**config.mk**
```make
export PLATFORM = sky130hd
export DESIGN_NAME = lnb_fault_status
export DESIGN_NICKNAME = d
export VERILOG_FILES = /design/src/rtl/lnb_fault_pkg.sv /design/src/rtl/oc_persist_timer.sv /design/src/rtl/fault_latch_bank.sv /design/src/rtl/irq_ctrl.sv /design/src/rtl/lnb_fault_status.sv
export SDC_FILE = /design/constraint.sdc
export NUM_CORES = 1
export LEC_CHECK = 0
export BUFFER_PORTS_ARGS = -buffer_cell sky130_fd_sc_hd__buf_4
export CAP_MARGIN = 30
export CORE_MARGIN = 2
export CORE_UTILIZATION = 39
export DETAILED_ROUTE_END_ITERATION = 12
export HOLD_SLACK_MARGIN = 0.03
export PLACE_DENSITY = 0.61
export SETUP_SLACK_MARGIN = 0.2
export SLEW_MARGIN = 20
export SYNTH_ARGS = -nofsm -noshare
export SYNTH_HDL_FRONTEND = slang
export SYNTH_SLANG_ARGS = --single-unit
export TNS_END_PERCENT = 20
```
**constraint.sdc**
```tcl
create_clock -name clk_i -period 2 [get_ports clk_i]
set_input_delay 0.2 -clock clk_i [delete_from_list [all_inputs] [get_ports clk_i]]
set_output_delay 0.2 -clock clk_i [all_outputs]
set_load 0.02 [all_outputs]
```
**src/rtl/lnb_fault_pkg.sv**
```systemverilog
package lnb_fault_pkg;
  localparam int STAT_W  = 8;
  localparam int BIT_DIS = 0;
  localparam int BIT_OCP = 2;
  localparam int BIT_PNG = 4;
  localparam int BIT_TSD = 6;
  localparam int BIT_UV  = 7;

  typedef enum logic [1:0] {
    F_OCP = 2'd0,
    F_TSD = 2'd1,
    F_UV  = 2'd2
  } fault_idx_e;

  localparam int NUM_FAULTS = 3;
endpackage

```
**src/rtl/oc_persist_timer.sv**
```systemverilog
module oc_persist_timer #(
  parameter int LIMIT = 1000
) (
  input  logic clk_i,
  input  logic rst_ni,
  input  logic oc_i,
  output logic trip_o
);
  localparam int CNT_W = (LIMIT < 2) ? 1 : $clog2(LIMIT);
  localparam logic [CNT_W-1:0] TERM = CNT_W'(LIMIT - 1);

  logic [CNT_W-1:0] cnt_q;

  always_ff @(posedge clk_i or negedge rst_ni) begin
    if (!rst_ni)          cnt_q <= '0;
    else if (!oc_i)       cnt_q <= '0;
    else if (cnt_q != TERM) cnt_q <= cnt_q + 1'b1;
  end

  // high on the edge completing LIMIT consecutive high samples
  assign trip_o = oc_i && (cnt_q == TERM);
endmodule

```
**src/rtl/fault_latch_bank.sv**
```systemverilog
module fault_latch_bank #(
  parameter int N = 3
) (
  input  logic         clk_i,
  input  logic         rst_ni,
  input  logic [N-1:0] set_i,
  input  logic [N-1:0] live_i,
  input  logic         clr_req_i,
  output logic [N-1:0] q_o,
  output logic         new_o
);
  logic [N-1:0] q_q;
  logic [N-1:0] rise;

  for (genvar g = 0; g < N; g++) begin : g_bit
    always_ff @(posedge clk_i or negedge rst_ni) begin
      if (!rst_ni)                       q_q[g] <= 1'b0;
      else if (set_i[g])                 q_q[g] <= 1'b1;
      else if (clr_req_i && !live_i[g])  q_q[g] <= 1'b0;
    end
    assign rise[g] = set_i[g] && !q_q[g];
  end

  assign q_o   = q_q;
  assign new_o = |rise;
endmodule

```
**src/rtl/irq_ctrl.sv**
```systemverilog
module irq_ctrl (
  input  logic clk_i,
  input  logic rst_ni,
  input  logic new_fault_i,
  input  logic release_i,
  output logic irq_no
);
  logic req_q;

  // request pending out of reset: supplies just became valid
  always_ff @(posedge clk_i or negedge rst_ni) begin
    if (!rst_ni)          req_q <= 1'b1;
    else if (new_fault_i) req_q <= 1'b1;
    else if (release_i)   req_q <= 1'b0;
  end

  assign irq_no = ~req_q;
endmodule

```
**src/rtl/lnb_fault_status.sv**
```systemverilog
module lnb_fault_status
  import lnb_fault_pkg::*;
#(
  parameter int CLK_FREQ_HZ = 200_000_000,
  parameter int PERSIST_US  = 5000
) (
  input  logic              clk_i,
  input  logic              rst_ni,
  input  logic              ctrl_en_i,
  input  logic              oc_flag_i,
  input  logic              ot_flag_i,
  input  logic              uv_flag_i,
  input  logic              vwin_bad_i,
  input  logic              rd_addr_hit_i,
  input  logic              stat_cap_i,
  output logic [STAT_W-1:0] status_o,
  output logic              irq_no,
  output logic              out_en_o
);
  localparam int PERSIST_CYC = (CLK_FREQ_HZ / 1_000_000) * PERSIST_US;

  logic                  oc_trip;
  logic [NUM_FAULTS-1:0] f_set, f_live, f_q;
  logic                  f_new;

  oc_persist_timer #(.LIMIT(PERSIST_CYC)) u_timer (
    .clk_i  (clk_i),
    .rst_ni (rst_ni),
    .oc_i   (oc_flag_i),
    .trip_o (oc_trip)
  );

  always_comb begin
    f_set        = '0;
    f_live       = '0;
    f_set[F_OCP] = oc_trip;
    f_set[F_TSD] = ot_flag_i;
    f_set[F_UV]  = uv_flag_i;
    f_live[F_OCP] = oc_flag_i;
    f_live[F_TSD] = ot_flag_i;
    f_live[F_UV]  = uv_flag_i;
  end

  fault_latch_bank #(.N(NUM_FAULTS)) u_latch (
    .clk_i     (clk_i),
    .rst_ni    (rst_ni),
    .set_i     (f_set),
    .live_i    (f_live),
    .clr_req_i (stat_cap_i),
    .q_o       (f_q),
    .new_o     (f_new)
  );

  irq_ctrl u_irq (
    .clk_i       (clk_i),
    .rst_ni      (rst_ni),
    .new_fault_i (f_new),
    .release_i   (rd_addr_hit_i),
    .irq_no      (irq_no)
  );

  // live thermal/supply flags cut the output before the latch catches them
  assign out_en_o = ctrl_en_i && !(|f_q) && !ot_flag_i && !uv_flag_i;

  always_comb begin
    status_o          = '0;
    status_o[BIT_DIS] = !out_en_o;
    status_o[BIT_OCP] = f_q[F_OCP];
    status_o[BIT_PNG] = !out_en_o || vwin_bad_i;
    status_o[BIT_TSD] = f_q[F_TSD];
    status_o[BIT_UV]  = f_q[F_UV];
  end
endmodule

```
Yosys cells after proc, flatten, opt, wreduce, memory -nomap -nowiden
Cells that the tools add are included.
{"block": "op_classes", "addsub": 1, "mul": 0, "n_div": 0, "order_cmp": 0, "eq_ne": 3, "n_shift": 0, "n_mux": 10, "bitwise": 1, "reduce_logical": 25}
{"op": "two-way mux 20 bit", "n": 2}
{"op": "adder 20 x 1 -> 20 bit (second input constant)", "n": 1}
{"op": "== test 20 bit (second input constant)", "n": 1}
{"op": "!= test 20 bit (second input constant)", "n": 1}
{"op": "logical AND 1 bit", "n": 10}
{"op": "zero test 1 bit", "n": 8}
{"op": "two-way mux 1 bit", "n": 8}
{"op": "nonzero test 2 bit", "n": 4}
{"op": "OR reduction 3 bit", "n": 2}
{"op": "!= test 2 x 1 -> 1 bit (second input constant)", "n": 1}
{"op": "logical OR 1 bit", "n": 1}
{"op": "NOT 1 bit", "n": 1}
{"block": "totals", "regBits": 24, "latch_bits": 0, "ram_bits": 0, "rom_bits": 0, "in_bits": 9, "word_cells": 45, "memories": 0}

Logic depth before layout (Yosys ltp)
Gate-level depths: netlist of run 1.
{"block": "depth", "depth_word": 7, "ltp_mapped": 7, "depth_no_buf": 5}

By module
Synthesis of run 1 repeated with hierarchy kept, for this count alone.
{"block": "unflattened", "hier_cells": 133, "hier_area_um2": 1298.7}
{"module": "oc_persist_timer", "instances": 1, "cells_per_inst": 109, "area_per_inst_um2": 1063.5, "seq_area_each_um2": 500.5}
{"module": "fault_latch_bank", "instances": 1, "cells_per_inst": 13, "area_per_inst_um2": 138.9, "seq_area_each_um2": 75.1}
{"module": "lnb_fault_status", "instances": 1, "cells_per_inst": 8, "area_per_inst_um2": 55.1, "seq_area_each_um2": 0.0}
{"module": "irq_ctrl", "instances": 1, "cells_per_inst": 3, "area_per_inst_um2": 41.3, "seq_area_each_um2": 26.3}

Least setup slack after synthesis of run 1
No wires, ideal clock.
{"block": "synth_path", "kind": "register to register", "from": "register u_timer.cnt_q[0]", "to": "register u_timer.cnt_q[3]", "setup_ns": 0.087, "arrival_ns": 1.539, "setup_slack_ns": 0.375, "stages_incl_launch_ff": 8, "path_cell_list": "dfrtp_1 -> ha_1 -> and3_1 -> clkbuf_1 -> nand2_1 -> or2_1 -> buf_6 -> a211oi_2"}
{"block": "synth_between", "elab_chain_len": 3, "elab_cells_between_ends": 5, "classes_between": "1 x add/sub; 2 x eq/ne; 2 x mux"}
{"element": "from (decl)", "line_no": "oc_persist_timer.sv:12", "rtl": "logic [CNT_W-1:0] cnt_q;"}
{"element": "from (signal assigned)", "line_no": "oc_persist_timer.sv:17", "rtl": "else if (cnt_q != TERM) cnt_q <= cnt_q + 1'b1;"}
{"element": "adder 20 x 1 -> 20 bit", "line_no": "oc_persist_timer.sv:17"}
{"element": "two-way mux 20 bit", "line_no": "oc_persist_timer.sv:17"}
{"element": "two-way mux 20 bit", "line_no": "oc_persist_timer.sv:16", "rtl": "else if (!oc_i) cnt_q <= '0;"}
Parallel ways exist; a longest one is shown, timed or not. The select of a mux whose other input is x is not followed.
A chain may end at the register's enable or synchronous reset.

Final worst setup path of run 1
{"block": "layout_path", "from": "register u_latch.q_q[0], in the netlist u_latch.q_o[0]", "to": "output port status_o[4]"}
{"block": "layout_between", "elab_chain_len": 7}
{"element": "from (decl)", "line_no": "fault_latch_bank.sv:12", "rtl": "logic [N-1:0] q_q;"}
{"element": "from (signal, indexed assignment)", "line_no": "fault_latch_bank.sv:17", "rtl": "if (!rst_ni) q_q[g] <= 1'b0;"}
{"element": "from (signal, indexed assignment)", "line_no": "fault_latch_bank.sv:18", "rtl": "else if (set_i[g]) q_q[g] <= 1'b1;"}
{"element": "from (signal, indexed assignment)", "line_no": "fault_latch_bank.sv:19", "rtl": "else if (clr_req_i && !live_i[g]) q_q[g] <= 1'b0;"}
{"element": "OR reduction 3 bit", "line_no": "lnb_fault_status.sv:63", "rtl": "assign out_en_o = ctrl_en_i && !(|f_q) && !ot_flag_i && !uv_flag_i;"}
{"element": "zero test 1 bit", "line_no": "lnb_fault_status.sv:63"}
{"element": "logical AND 1 bit (3 in a row)", "line_no": "lnb_fault_status.sv:63"}
{"element": "zero test 1 bit", "line_no": "lnb_fault_status.sv:69", "rtl": "status_o[BIT_PNG] = !out_en_o || vwin_bad_i;"}
{"element": "logical OR 1 bit", "line_no": "lnb_fault_status.sv:69"}
{"element": "to (decl)", "line_no": "lnb_fault_status.sv:16", "rtl": "output logic [STAT_W-1:0] status_o,"}
Every way passes these cells.

==> results of run 1 <==
routing by layer:
layer / share of wire [%] / up-vias / track usage (%)
li1: - / 508 / -
met1: 45 / 495 / 21.6
met2: 49 / 27 / 26.6
met3: 3.6 / 5 / 1.89
met4: 1.7 / 0 / 7.29
met5: 0 / - / 0
layout make-up:
class,instances,area (um2),share of cell area (%)
tap,44,55.1,3.68
sequential,24,602,40.3
timing repair buffer,17,130,8.70
multi-input combinational,95,629,42.1
clock buffer,3,22.5,1.51
inverter,7,26.3,1.76
clock inverter,1,30.0,2.01
logic make-up (layout without fill, tap and decap cells):
logic type	count (synthesis)	count (layout)	share of synthesized area [%]
AND/OR/NAND/NOR	56	56	26.0
AO/OA/AOI/OAI	26	26	13.7
flip-flops	24	24	46.4
buffers and inverters	15	28	6.46
XOR/XNOR	8	8	5.40
adder cells (fa/ha/maj)	1	1	0.964
other	1	3	0.289
multiplexers	1	1	0.771
state kept, by name (all words and copies together), names as in the netlist:
name / cells
u_irq.req_q: 1
u_latch.q_o: 3
u_timer.cnt_q: 20
worst reg2reg max path, delay by kind of cell, from the launching register on:
| family | cells | cell delay [ns] |
|---|---|---|
| AO/OA/AOI/OAI | 1 | 0.18 |
| flip-flops | 1 | 0.52 |
| AND/OR/NAND/NOR | 3 | 0.88 |
power by group through the flow:
stage / Clock (uW) / Combinational [uW] / Sequential, uW
after floorplan: 0 / 40.0 / 516
after global placement: 0 / 76.9 / 514
after detailed placement: 0 / 79.0 / 515
after CTS: 360 / 80.4 / 506
after global routing: 377 / 88.0 / 508
final: 351 / 79.1 / 506
synthesized netlist by cell type (2+ instances only):
cell type	number	share of area, %
nor3_1	2	0.77
or3_1	2	0.96
o31ai_1	3	1.7
and4_1	2	1.4
a21oi_1	6	2.3
o21ai_0	5	1.9
dfrtp_1	23	44
nor4b_1	2	1.4
or4_1	4	2.3
nor2_1	8	2.3
nand2_1	8	2.3
buf_6	2	1.7
buf_4	3	1.7
nor4_1	3	1.4
nand4_1	7	3.4
a31oi_1	4	1.9
xnor2_1	3	2.0
inv_1	6	1.7
and3_1	2	0.96
a21o_1	2	1.2
and2_1	2	0.96
nand3_1	7	2.7
xor2_1	5	3.4
worst paths after layout:
| check | from | cells past startpoint | endpoint | slack, ns |
|---|---|---|---|---|
| max | u_latch.q_o[0]$_DFFE_PN0P_ | 4 | status_o[4] | 0.21 |
| min reg2reg | u_timer.cnt_q[5]$_DFFE_PN0N_ | 1 | u_timer.cnt_q[5]$_DFFE_PN0N_ | 0.55 |
| min | ot_flag_i | 2 | u_latch.q_o[1]$_DFFE_PN0P_ | 0.08 |
| max reg2reg | u_timer.cnt_q[8]$_DFFE_PN0N_ | 4 | u_timer.cnt_q[3]$_DFFE_PN0N_ | 0.34 |
| min in group asynchronous | rst_ni | 2 | u_timer.cnt_q[6]$_DFFE_PN0N_ | 0.29 |
| max in group asynchronous | rst_ni | 2 | u_irq.req_q$_DFFE_PN1P_ | 1.43 |
through the flow:
step | setup WS (ns) | total power (uW) | cells
3_5_place_dp | 0.254 | 594 | 185
2_1_floorplan | 0.375 | 556 | 134
6_report | 0.211 | 936 | 191
3_3_place_gp | 0.316 | 591 | 185
4_1_cts | 0.215 | 946 | 191
5_1_grt | 0.158 | 973 | 191
timing repair:
| action | in CTS | in global routing |
|---|---|---|
| hold endpoints to repair | 24 | 0 |
| endpoints found under the setup margin | 1 | 9 |
| resized for setup | 0 | 3 |
| hold buffers | 1 | 0 |
| setup buffers | 1 | 0 |
==> impl_metrics.ini, run 1 <==
[global_route]
track_usage_pct = 16.2
grt_pass1_wl_mm = 4.47
grt_start_max_net_pins = 25
grt_pass1_vias = 968
antenna_found_initial = 0
overflow = 0

[layout]
drive_gt1_share_pct = 21.1
nFillCells = 315
design_area_um2 = 1500
fin_nets = 158
mostFrequentLayoutCell = dfrtp_1
n_antenna_cell = 0
utilization_pct = 48.2
layout_common_cells = dfrtp_1 (23), buf_4 (16), nand2_1 (8), nor2_1 (8)
syn_to_final_growth_pct = 15.2

[setup_path]
cp-end-kind = primary output
critical_path.max_stage_delay_ns = 0.41
worstSetupStartpointType = flop
cp_top_family = simple AND/OR/NAND/NOR gates
crit_path_top_delay_cell = dfrtp_1
path_max_fanout = 3
crit_buf_inv = 1
crit_type = flop to primary output
cp_cell_sequence = nor4_2 -> nand3_1 -> or2_2 -> buf_4
critPathArrivalTime_ns = 1.59
required_ns = 1.80

[clock_tree]
ctsLongestPathBuffers = 2
cts_buffers = 3
htreeDepth = 1
clock_latency_ns = 0.32
cts_tree = done
clk_pin_slew_ns = 0.13
clock-root-buffer = clkbuf_4
cts.sinks = 24

[drt]
wl_per_cell_um = 14.0
drc_errors = 0
via_per_inst = 5.42
first_iter_violations = 38
routed_wl_mm = 2.68
vias = 1035
ant_nets = 0
drt_first_pass_iters = 4

[synthesis]
synth_cells = 132
ys.flop_type = dfrtp_1
synth_cell_types = 44
synth-edff-count = 0
yosysWarnings = 0
yosysSeqAreaShare_pct = 46.4
synth.cell_area_um2 = 1300
async_reset_ff_share_pct = 100
ys_ff_latch = 24
syn_area_per_cell_um2 = 9.83

[sta]
rsz0062_at_grt = true
fin_tns_setup_ns = 0
period_share_pct = 89.4
fin_skew_ns = 0.00396
hold_ws_ns = 0.0767
drv_slew = 0
max_clock_freq_ghz = 0.559
report.final.hold_viol_count = 0
min_period_ns = 1.79
finalSetupViolations = 0

[die]
die_w_um = 61.7
row_count = 20
die_h_um = 61.7
io_pins = 19
die_area_um2 = 3800
start_util_pct = 41.8
core_um2 = 3100

[power]
peakVddDrop_mv = 0.299
p_sw_share_pct = 21.9
combPwrFrac_pct = 8.5
p_int_uw = 731
powerDensity_nw_per_um2 = 626
clkPwrFrac_pct = 37.5
power.switching_uw = 205
power.leakage_uw = 0.000653
seqPwrFrac_pct = 54.0

[placement]
routabilityCongestion = 0.777
post-dp-hpwl_mm = 1.97
port_buffers = 15
postPlaceCellArea_um2 = 1420

[job]
maxCapViolCount = 0

[worst_hold_path]
hold_path.class = input port to flop

[outcome]
status = finished clean
Note: power is estimated with default switching activity, not from simulation.
==> run 2, diff against run 1 <==
Settings changed: ABC_AREA from default to 1.
==> impl_metrics.ini, run 2 <==
[power]
clkPwrFrac_pct = 33.3
power.leakage_uw = 0.000824
powerDensity_nw_per_um2 = 524
power.switching_uw = 212
combPwrFrac_pct = 9.4
p_sw_share_pct = 24.0
peakVddDrop_mv = 0.253
seqPwrFrac_pct = 57.3
p_int_uw = 671

[setup_path]
crit_path_top_delay_cell = dfrtp_1
path_max_fanout = 3
critical_path.max_stage_delay_ns = 0.39
cp-end-kind = primary output
required_ns = 1.80
cp_cell_sequence = nor2_1 -> nand3_1 -> or2_2 -> buf_4
critPathArrivalTime_ns = 1.34
crit_type = flop to primary output
worstSetupStartpointType = flop

[global_route]
grt_pass1_wl_mm = 5.16
track_usage_pct = 15.9
gr-usage-met2_pct = 24.0
grt_pass1_vias = 1119
antenna_found_initial = 0
grt.busiest_layer = met2
use_met3_pct = 2.05
overflow = 0
met1_usage_pct = 23.1
grt_start_max_net_pins = 25

[sta]
max_clock_freq_ghz = 0.651
finalSetupViolations = 0
hold_ws_ns = 0.141
drv_slew = 0
report.final.hold_viol_count = 0
fin_tns_setup_ns = 0
fin_skew_ns = 0.00826
min_period_ns = 1.54
rsz0062_at_grt = false
period_share_pct = 76.8

[synthesis]
synth.cell_area_um2 = 1480
yosys-top-cells-count = nand2_1 (62), nor2_1 (39), dfrtp_1 (23), inv_1 (23), nand3_1 (15)
yosysSeqAreaShare_pct = 40.6
synth_top_area_share_pct = 38.9
syn_area_per_cell_um2 = 6.96
synth-edff-count = 0
yosys.area.top_type = dfrtp_1
yosysWarnings = 0
synth_cells = 213
ys_ff_latch = 24
async_reset_ff_share_pct = 100
synth_cell_types = 26
synth_most_common_cell = nand2_1
ys.flop_type = dfrtp_1
synth_area_leaders = dfrtp_1 (39%), nand2_1 (16%), nor2_1 (9.9%), inv_1 (5.8%), nand3_1 (5.1%)

[layout]
layout_common_cells = nand2_1 (62), nor2_1 (39), inv_1 (23), dfrtp_1 (23)
mostFrequentLayoutCell = nand2_1
fin_nets = 241
n_antenna_cell = 0
drive_gt1_share_pct = 17.4
largest_reg_flops = 20
largest_register = u_timer.cnt_q
syn_to_final_growth_pct = 13.7

[clock_tree]
clk_pin_slew_ns = 0.08
postCtsHoldBufs = 1
cts_resized = 0
clock_latency_ns = 0.27
clock-root-buffer = clkbuf_8
htreeDepth = 1
cts_tree = done
ctsLongestPathBuffers = 2
cts_buffers = 3
cts_setup_buffers = 0
cts.sinks = 24

[drt]
vias = 1282
routed_wl_mm = 3.08
first_iter_violations = 99
via_per_inst = 4.61
drc_errors = 0
wl_per_cell_um = 11.1
drt_first_pass_iters = 4
ant_nets = 0

[die]
die_w_um = 65.6
start_util_pct = 40.5
io_pins = 19
die_h_um = 65.6
die_area_um2 = 4310
core_um2 = 3660
row_count = 22

[placement]
port_buffers = 15
post-dp-hpwl_mm = 2.33
routabilityCongestion = 0.848

[worst_hold_path]
hold_path.class = input port to flop

[outcome]
status = finished clean

[job]
maxCapViolCount = 0
run 2: changes by cell type in the layout (fill, tap and decap cells not counted), moves of 3 or more:
cell and change:
nor2_2 +3, nand2_1 +54, or2_2 +3, inv_1 +17, xor2_1 -5, o31ai_1 -3, nand3_1 +8, clkbuf_8 +3
clkbuf_4 -3, a31oi_1 -4, nor2_1 +31, nand2_2 +3, or4_1 -4, xnor2_1 -3
run 2: final timing paths:
kind	from	to	slack (ns)	cells after the start
min in group asynchronous	rst_ni	u_timer.cnt_q[14]$_DFFE_PN0N_	0.35	2
worst max-delay path	u_latch.q_o[2]$_DFFE_PN0P_	status_o[4]	0.46	4
worst min-delay path	ot_flag_i	u_latch.q_o[1]$_DFFE_PN0P_	0.14	3
worst max register to register	u_timer.cnt_q[0]$_DFFE_PN0N_	u_timer.cnt_q[1]$_DFFE_PN0N_	0.52	8
max in group asynchronous	rst_ni	u_irq.req_q$_DFFE_PN1P_	1.34	2
worst min register to register	u_latch.q_o[0]$_DFFE_PN0P_	u_irq.req_q$_DFFE_PN1P_	0.51	1
run 2: cells by family (layout without fill, tap and decap cells):
logic type / after synthesis / after routing / share of synthesized area [%]
AOI/OAI and AO/OA: 14 / 14 / 5.15
adders and majority gates: 1 / 1 / 0.844
buffers and inverters: 31 / 46 / 8.78
DFF: 24 / 24 / 40.6
other: 1 / 3 / 0.253
and+or+nand+nor: 142 / 142 / 44.3
run 2: final cells by class:
cell class / count / area [um2]
flip-flops and latches: 24 / 602
clock buffers: 4 / 45.0
well taps: 48 / 60.1
multi-input cells: 160 / 757
repair buffers: 16 / 123
inverters: 26 / 97.6
fillers: 388 / 1980
run 2: critical path: cells and delay by family, from the launching register on:
kind                   cells  cell delay (ns)
AND/OR/NAND/NOR            3             0.53
flip-flops                 1             0.39
buffers and inverters      1             0.16
run 2: per-layer routing:
| layer | vias up | share of wire, % |
|---|---|---|
| met1 | 549 | 50 |
| met5 | - | 0 |
| met3 | 5 | 4.3 |
| met4 | 0 | 1.8 |
| met2 | 33 | 44 |
| li1 | 695 | - |
run 2: through the flow:
step / utilization (%) / instances / setup slack (ns) / instance area (um2) / power [uW]
finish: 46.0 / 278 / 0.464 / 1680 / 883
global route: 46.0 / 278 / 0.336 / 1680 / 930
CTS: 46.0 / 278 / 0.454 / 1680 / 894
detailed placement: 44.5 / 273 / 0.515 / 1630 / 599
global placement: 44.5 / 273 / 0.583 / 1630 / 598
floorplan: - / 215 / 0.578 / 1490 / 563
run 2: power groups by stage:
stage | clock [uW] | sequential [uW] | combinational (uW)
6_report | 294 | 506 | 83.2
5_1_grt | 328 | 508 | 94.1
4_1_cts | 303 | 506 | 85.1
3_5_place_dp | 0 | 516 | 83.5
3_3_place_gp | 0 | 515 | 83.2
2_1_floorplan | 0 | 518 | 44.8
==> run 3, diff against run 2 <==
Settings changed: PLACE_DENSITY 0.61 to 0.63.
Clock period 2 ns to 1.4 ns, I/O delays scaled along.
==> impl_metrics.ini, run 3 (synthesized netlist as in run 2, its figures left out) <==
[die]
row_count = 22
start_util_pct = 40.5
die_h_um = 65.6
die_area_um2 = 4310
io_pins = 19
die_w_um = 65.6
core_um2 = 3660

[layout]
syn_to_final_growth_pct = 27.5
largest_register = u_timer.cnt_q
layout_common_cells = nand2_1 (59), nor2_1 (35), buf_4 (28), dfrtp_1 (21), inv_1 (20)
largest_reg_flops = 20
fin_nets = 258
drive_gt1_share_pct = 29.6
mostFrequentLayoutCell = nand2_1
utilization_pct = 51.6
n_antenna_cell = 0

[power]
power.leakage_uw = 0.000940
powerDensity_nw_per_um2 = 698
finalPower_uw = 1320
peakVddDrop_mv = 0.480

[worst_hold_path]
hold_path.class = input port to flop
hp-start = ot_flag_i
min_to = u_latch.q_o[1]$_DFFE_PN0P_
hold_depth = 3

[clock_tree]
clk_pin_slew_ns = 0.08
cts_buffers = 3
clock-root-buffer = clkbuf_8
cts.sinks = 24
htreeDepth = 1
ctsLongestPathBuffers = 2
clock_latency_ns = 0.27
cts_tree = done

[setup_path]
reg2reg_from = u_timer.cnt_q[1]$_DFFE_PN0N_
crit_type = flop to primary output
rrSetupSlack_ns = 0.07
path_max_fanout = 2
critPathArrivalTime_ns = 1.23
reg2regPathDepth = 8
rr_endpoint = u_timer.cnt_q[6]$_DFFE_PN0N_
worstSetupStartpointType = flop
cp_cell_sequence = nor2_2 -> nand3_2 -> or2_4 -> buf_6
critical_path.max_stage_delay_ns = 0.40
cp-end-kind = primary output
crit_path_top_delay_cell = dfrtp_1
required_ns = 1.26

[drt]
ant_nets = 0
routed_wl_mm = 3.43
first_iter_violations = 67
drt_first_pass_iters = 4
via_per_inst = 4.67
wl_per_cell_um = 11.6
drc_errors = 0
vias = 1379

[global_route]
overflow = 0
track_usage_pct = 18.0
grt_pass1_vias = 1332
antenna_found_initial = 0
grt_start_max_net_pins = 25
grt_pass1_wl_mm = 5.93

[placement]
post-dp-hpwl_mm = 2.37
routabilityCongestion = 0.832
port_buffers = 15

[sta]
report.final.hold_viol_count = 0
fin_skew_ns = 0.00536
hold_ws_ns = 0.106
min_period_ns = 1.37
finalSetupViolations = 0
drv_slew = 0
period_share_pct = 97.6
max_clock_freq_ghz = 0.732
rsz0062_at_grt = true

[outcome]
status = finished clean

[job]
maxCapViolCount = 0
==> run 3: changes by cell type in the layout (fill, tap and decap cells not counted), sizes merged <==
cell	delta
buf	+17
==> run 3: layer usage <==
layer / track usage, % / wire length, um / vias to the layer above
met5: 0 / 0 / -
met4: 7.29 / 52 / 0
met3: 2.05 / 72 / 4
met2: 28.9 / 1630 / 19
met1: 24.4 / 1680 / 629
li1: - / - / 727
==> run 3: per-stage QoR <==
step | setup WS, ns | instances | TNS (ns) | cell area, um2
2_1_floorplan | 0.107 | 215 | 0 | 1500
3_3_place_gp | 0.0979 | 276 | 0 | 1660
3_5_place_dp | 0.0458 | 276 | 0 | 1660
4_1_cts | 0.0252 | 289 | 0 | 1810
5_1_grt | -0.0355 | 295 | -0.114 | 1890
6_report | 0.0336 | 295 | 0 | 1890
==> run 3: how the worst max path moves through the flow <==
stage,slack (ns),start,depth (start not counted),endpoint
2_1_floorplan,0.11,u_latch.q_o[2]$_DFFE_PN0P_,3,status_o[4]
3_3_place_gp,0.1,u_timer.cnt_q[0]$_DFFE_PN0N_,8,u_timer.cnt_q[0]$_DFFE_PN0N_
3_5_place_dp,0.05,u_timer.cnt_q[1]$_DFFE_PN0N_,8,u_timer.cnt_q[6]$_DFFE_PN0N_
4_1_cts,0.03,u_latch.q_o[2]$_DFFE_PN0P_,4,status_o[4]
5_1_grt,-0.04,u_timer.cnt_q[1]$_DFFE_PN0N_,9,u_timer.cnt_q[16]$_DFFE_PN0N_
6_report,0.03,u_latch.q_o[2]$_DFFE_PN0P_,4,status_o[4]
==> run 3: worst max-delay path, delay by kind of cell, from the launching register on <==
| kind | cells | cell delay [ns] |
|---|---|---|
| flip-flops | 1 | 0.40 |
| buffers and inverters | 1 | 0.13 |
| AND/OR/NAND/NOR | 3 | 0.43 |
==> run 3: report_power, final <==
| part | switching (uW) | internal [uW] | total [uW] |
|---|---|---|---|
| Sequential | 12.9 | 710 | 723 |
| Clock | 225 | 203 | 429 |
| Combinational | 92.5 | 74.5 | 167 |
| Total | 331 | 988 | 1320 |
==> run 3: what timing repair did <==
item,CTS,global route
hold buffers,1,0
gates resized for setup,7,16
setup buffers,8,6
pin swaps,3,7
endpoints found under the setup margin,22,25
endpoints found under the hold margin,23,0
==> run 3: cell type report <==
| type | count | area (um2) |
|---|---|---|
| clock buffers | 4 | 45.0 |
| multi-input cells | 160 | 815 |
| repair buffers | 33 | 265 |
| inverters | 26 | 100 |
| well taps | 48 | 60.1 |
| flip-flops and latches | 24 | 604 |
| fillers | 361 | 1770 |
